File: src/rtl/alu_pkg.sv
// Package: shared operation codes and widths for the ALU.
// Assumes a 4-bit operation code; codes 8..15 are unused.
package alu_pkg;
    localparam int ALU_W   = 32;
    localparam int OP_W    = 4;

    typedef enum logic [OP_W-1:0] {
        OP_ADD = 4'h0,
        OP_SUB = 4'h1,
        OP_AND = 4'h2,
        OP_OR  = 4'h3,
        OP_NOR = 4'h4,
        OP_SLT = 4'h5,
        OP_SLL = 4'h6,
        OP_LUI = 4'h7
    } alu_op_e;
endpackage

File: src/rtl/alu_addsub.sv
// Module: one shared adder for add, subtract and signed less-than.
// Assumes the caller asserts do_sub for both subtract and compare.
module alu_addsub #(
    parameter int WIDTH = 32
) (
    input  logic [WIDTH-1:0] a,
    input  logic [WIDTH-1:0] b,
    input  logic             do_sub,
    output logic [WIDTH-1:0] sum,
    output logic             lt_signed
);
    localparam int MSB = WIDTH - 1;

    logic [WIDTH-1:0] b_eff;

    // Invert b and inject a carry to form a - b on the same adder.
    always_comb begin
        b_eff = do_sub ? ~b : b;
        sum   = a + b_eff + WIDTH'(do_sub);
    end

    // Signed compare: on a sign mismatch the sign of a decides, otherwise the difference sign.
    always_comb begin
        if (a[MSB] != b[MSB])
            lt_signed = a[MSB];
        else
            lt_signed = sum[MSB];
    end
endmodule

File: src/rtl/alu_logic.sv
// Module: bitwise AND, OR and NOR of two operands.
// Assumes nothing beyond equal operand widths.
module alu_logic #(
    parameter int WIDTH = 32
) (
    input  logic [WIDTH-1:0] a,
    input  logic [WIDTH-1:0] b,
    output logic [WIDTH-1:0] and_o,
    output logic [WIDTH-1:0] or_o,
    output logic [WIDTH-1:0] nor_o
);
    // Produce all three bitwise results in parallel.
    always_comb begin
        and_o = a & b;
        or_o  = a | b;
        nor_o = ~(a | b);
    end
endmodule

File: src/rtl/alu_shift.sv
// Module: logarithmic left shifter plus upper-half immediate placement.
// Assumes WIDTH is a power of two and even.
module alu_shift #(
    parameter int WIDTH = 32,
    localparam int SH_W = $clog2(WIDTH),
    localparam int HALF = WIDTH / 2
) (
    input  logic [WIDTH-1:0] src,
    input  logic [SH_W-1:0]  amount,
    input  logic [HALF-1:0]  imm,
    output logic [WIDTH-1:0] shl_o,
    output logic [WIDTH-1:0] upper_o
);
    logic [WIDTH-1:0] stage [SH_W+1];

    assign stage[0] = src;

    // One stage per count bit, each moving by a power of two.
    for (genvar i = 0; i < SH_W; i++) begin : g_stage
        always_comb begin
            stage[i+1] = amount[i] ? (stage[i] << (1 << i)) : stage[i];
        end
    end

    // Route the final stage out and build the upper-half constant.
    always_comb begin
        shl_o   = stage[SH_W];
        upper_o = {imm, {HALF{1'b0}}};
    end
endmodule

File: src/rtl/alu_core.sv
// Module: top of the combinational ALU; picks one unit result by op_sel.
// Assumes operand selection happens upstream; no clock or reset is needed.
module alu_core
    import alu_pkg::*;
(
    input  logic [3:0]  op_sel,
    input  logic [31:0] opnd_a,
    input  logic [31:0] opnd_b,
    input  logic [4:0]  shamt,
    output logic [31:0] result,
    output logic        zero
);
    localparam int WIDTH = ALU_W;
    localparam int HALF  = WIDTH / 2;

    logic             use_sub;
    logic [WIDTH-1:0] sum;
    logic             lt;
    logic [WIDTH-1:0] and_r, or_r, nor_r, shl_r, upper_r;

    // Request subtraction for both subtract and compare.
    always_comb begin
        use_sub = (op_sel == OP_SUB) || (op_sel == OP_SLT);
    end

    alu_addsub #(.WIDTH(WIDTH)) u_addsub (
        .a(opnd_a), .b(opnd_b), .do_sub(use_sub),
        .sum(sum), .lt_signed(lt)
    );

    alu_logic #(.WIDTH(WIDTH)) u_logic (
        .a(opnd_a), .b(opnd_b),
        .and_o(and_r), .or_o(or_r), .nor_o(nor_r)
    );

    alu_shift #(.WIDTH(WIDTH)) u_shift (
        .src(opnd_b), .amount(shamt), .imm(opnd_b[HALF-1:0]),
        .shl_o(shl_r), .upper_o(upper_r)
    );

    // Select the result of the requested operation; unused codes give zero.
    always_comb begin
        case (op_sel)
            OP_ADD, OP_SUB: result = sum;
            OP_AND:         result = and_r;
            OP_OR:          result = or_r;
            OP_NOR:         result = nor_r;
            OP_SLT:         result = {{(WIDTH-1){1'b0}}, lt};
            OP_SLL:         result = shl_r;
            OP_LUI:         result = upper_r;
            default:        result = '0;
        endcase
    end

    // Flag an all-zero result for the branch unit.
    always_comb begin
        zero = ~|result;
    end
endmodule

File: config.mk
export PLATFORM = sky130hd
export DESIGN_NAME = alu_core
export DESIGN_NICKNAME = d
export VERILOG_FILES = /design/src/rtl/alu_pkg.sv /design/src/rtl/alu_addsub.sv /design/src/rtl/alu_logic.sv /design/src/rtl/alu_shift.sv /design/src/rtl/alu_core.sv
export SDC_FILE = /design/constraint.sdc
export NUM_CORES = 1
export LEC_CHECK = 0
export ABC_AREA = 1
export BUFFER_PORTS_ARGS = -buffer_cell sky130_fd_sc_hd__buf_2
export CORE_UTILIZATION = 45
export DETAILED_ROUTE_END_ITERATION = 16
export GPL_TIMING_DRIVEN = 0
export PLACE_DENSITY = 0.71
export SLEW_MARGIN = 20
export SYNTH_ARGS = -nofsm -noshare
export SYNTH_HDL_FRONTEND = slang
export SYNTH_SLANG_ARGS = --single-unit
File: constraint.sdc
create_clock -name vclk -period 8.45
set_input_delay 1.2675 -clock vclk [all_inputs]
set_output_delay 1.2675 -clock vclk [all_outputs]
set_load 0.02 [all_outputs]
==> reports/qor.txt <==
grt total ovfl = 0
Initial Util = 46.0%
worst hold slack = 3080 ps
top-area cell type share of the netlist area = 21.2%
Post-DP Area = 0.00621 mm^2
count of cell types in the netlist = 49
die span in y = 113 um
FF/Latch Area = 0 um^2
cell count after synthesis = 1,101
Residual DRC = 0
Via density = 5.97
fin crit period = 6340 ps
Worst Path Max Fanout = 10
worst path cell trace = buf_2 > inv_1 > nand3_2 > buf_1 > xor2_1 > fa_1 > inv_1 > nand2_1 > o21ai_2 > nand2_1 > nand2_1 > nand3_1 > nand2_1 > nand2_1 > nand2_1 > nand2_1 > nand3_1 > nand2_1 > nand3b_1 > nor2_1 > nand3_1 > nor2_1 > buf_2
Hold Path Class = in -> out
largest area contributor in the netlist = nand2_1
vias in the first global route = 7,236
crit end category = output pin
worst hold endpoint = result[2]
clock buffers = 0
share of layout cells above drive strength 1 = 12.4%
Post-Syn Nets = 1,210
period utilization = 75.0%
CP max stage delay = 580 ps
syn_area_per_cell = 5.00 um^2
GPL Wtd Cong = 1.05
DR iter-0 viols = 1,007
Hold Buf Count CTS = 0
post-route ant nets = 0
Worst Tran Pin Value = 1140 ps
CP max stage cell = buf_1
Core Box Area = 0.0120 mm^2
Startpoint Class = input pin
row count = 40
FFs & Latches = 0
Worst Hold Launch = opnd_a[2]
Post-synth top cells = nand2_1 (311), nand3_1 (147), inv_1 (126)
Final Hold Fails = 0
final core occ = 51.9%
CP arrival = 5070 ps
post-route insts no fill = 1,353
Synth Cell Area = 0.00550 mm^2
final setup vio count = 0
post-layout power = 469 uW
Ys Warns = 0
DR pass1 iterations = 8
design area = 0.00621 mm^2
maximum VDD drop = 0.0000367 V
largest net degree at the start of global routing = 11
Post-CTS Setup Inserts = 0
diode count = 0
Buffers on Ports = 105
WL final = 27,300 um
Post-CTS Resized = 0
placed cells = 1,353
fmax = 0.158 GHz
Setup WS pre-CTS = 2210 ps
Vias = 8,071
area delta synth->final = 12.9%
relative slew slack = 23.4%
first-pass GRT wire length = 40,900 um
GRT Total Usage = 42.6%
worst endpoint required time = 7180 ps
final worst setup slack = 2110 ps
IO Pins = 106
post-DR wirelength/cell = 20.2 um
Max Slew Vio Count = 0
RSZ-0062 raised after global routing = false
nets = 1,317
Leakage Power = 3.30 nW
post-synthesis sequential area ratio = 0%
most numerous cell in the Yosys netlist = nand2_1
Die Width = 113 um
crit path kind = in -> out
status = finished clean
synth top area cells = nand2_1 (21%), nand3_1 (13%), inv_1 (8.6%)
Pwr per Cell Area = 75.6 mW/mm^2
area of the die = 0.0127 mm^2
hold path cells = 5
CP dominant cell by count = nand2_1
setup TNS = 0 ps
Max Cap Viol = 0
initial antenna violation count = 0
Detailed Place HPWL = 23,100 um
-- where the power goes --
group	switching [mW]	internal [mW]
combinational	0.322	0.147
clock	0	0
sequential	0	0
-- critical path: cells and delay by family --
kind	cells	cell delay, ps
and+or+nand+nor	15	1830
buffers and inverters	5	1040
adders and majority gates	1	410
AOI/OAI and AO/OA	1	280
xor gates and xnor gates	1	220
-- cell type report --
type	instances	area, um^2
buffer	40	211
fill	1450	5750
inverter	132	495
multi-input combinational	929	4790
tap	147	184
timing repair buffer	105	526
-- cells in the final DEF, fill, tap and decap left out, types with 3 or more instances in the layout --
master	count
nand2_1	311
nand3_1	147
inv_1	126
nor2_1	123
buf_2	115
o21ai_0	78
a21oi_1	58
ha_1	35
xor2_1	28
o21ai_1	20
nor3_1	18
clkbuf_1	15
o211ai_1	13
nand4_1	12
o21ai_2	8
nand3b_1	8
a211oi_1	7
or2_2	7
buf_1	6
xnor2_1	5
o2111ai_1	5
inv_2	5
buf_4	5
mux2i_1	4
nor4_1	4
a31oi_1	4
o311a_1	4
buf_6	4
and3_1	3
o21bai_1	3
-- kinds of logic (layout without fill, tap and decap cells) --
family                     count (synthesis)  in the layout  synth area share, %
adders and majority gates                 36             36                 8.32
muxes                                      4              4                0.728
AOI/OAI and AO/OA                        215            215                 23.1
and+or+nand+nor                          641            641                 49.8
xor gates and xnor gates                  33             33                 5.25
buffers and inverters                    172            277                 12.8
-- per-layer routing --
| metal | up-vias | GRT usage (%) | share of wire (%) |
|---|---|---|---|
| met4 | 0 | 19.5 | 5.2 |
| li1 | 3899 | - | - |
| met5 | - | 0 | 0 |
| met2 | 503 | 68.7 | 44 |
| met1 | 3585 | 56.8 | 40 |
| met3 | 84 | 4.64 | 11 |
-- worst max-delay path by stage --
| stage | from | to | slack (ps) | cells after the start |
|---|---|---|---|---|
| 2_1_floorplan | op_sel[3] | zero | 3130 | 21 |
| 3_3_place_gp | op_sel[3] | zero | 2230 | 23 |
| 3_5_place_dp | op_sel[3] | zero | 2210 | 23 |
| 4_1_cts | op_sel[3] | zero | 2200 | 23 |
| 5_1_grt | op_sel[1] | zero | 1850 | 23 |
| 6_report | op_sel[3] | zero | 2110 | 23 |
(Power assumes the default switching activity.)
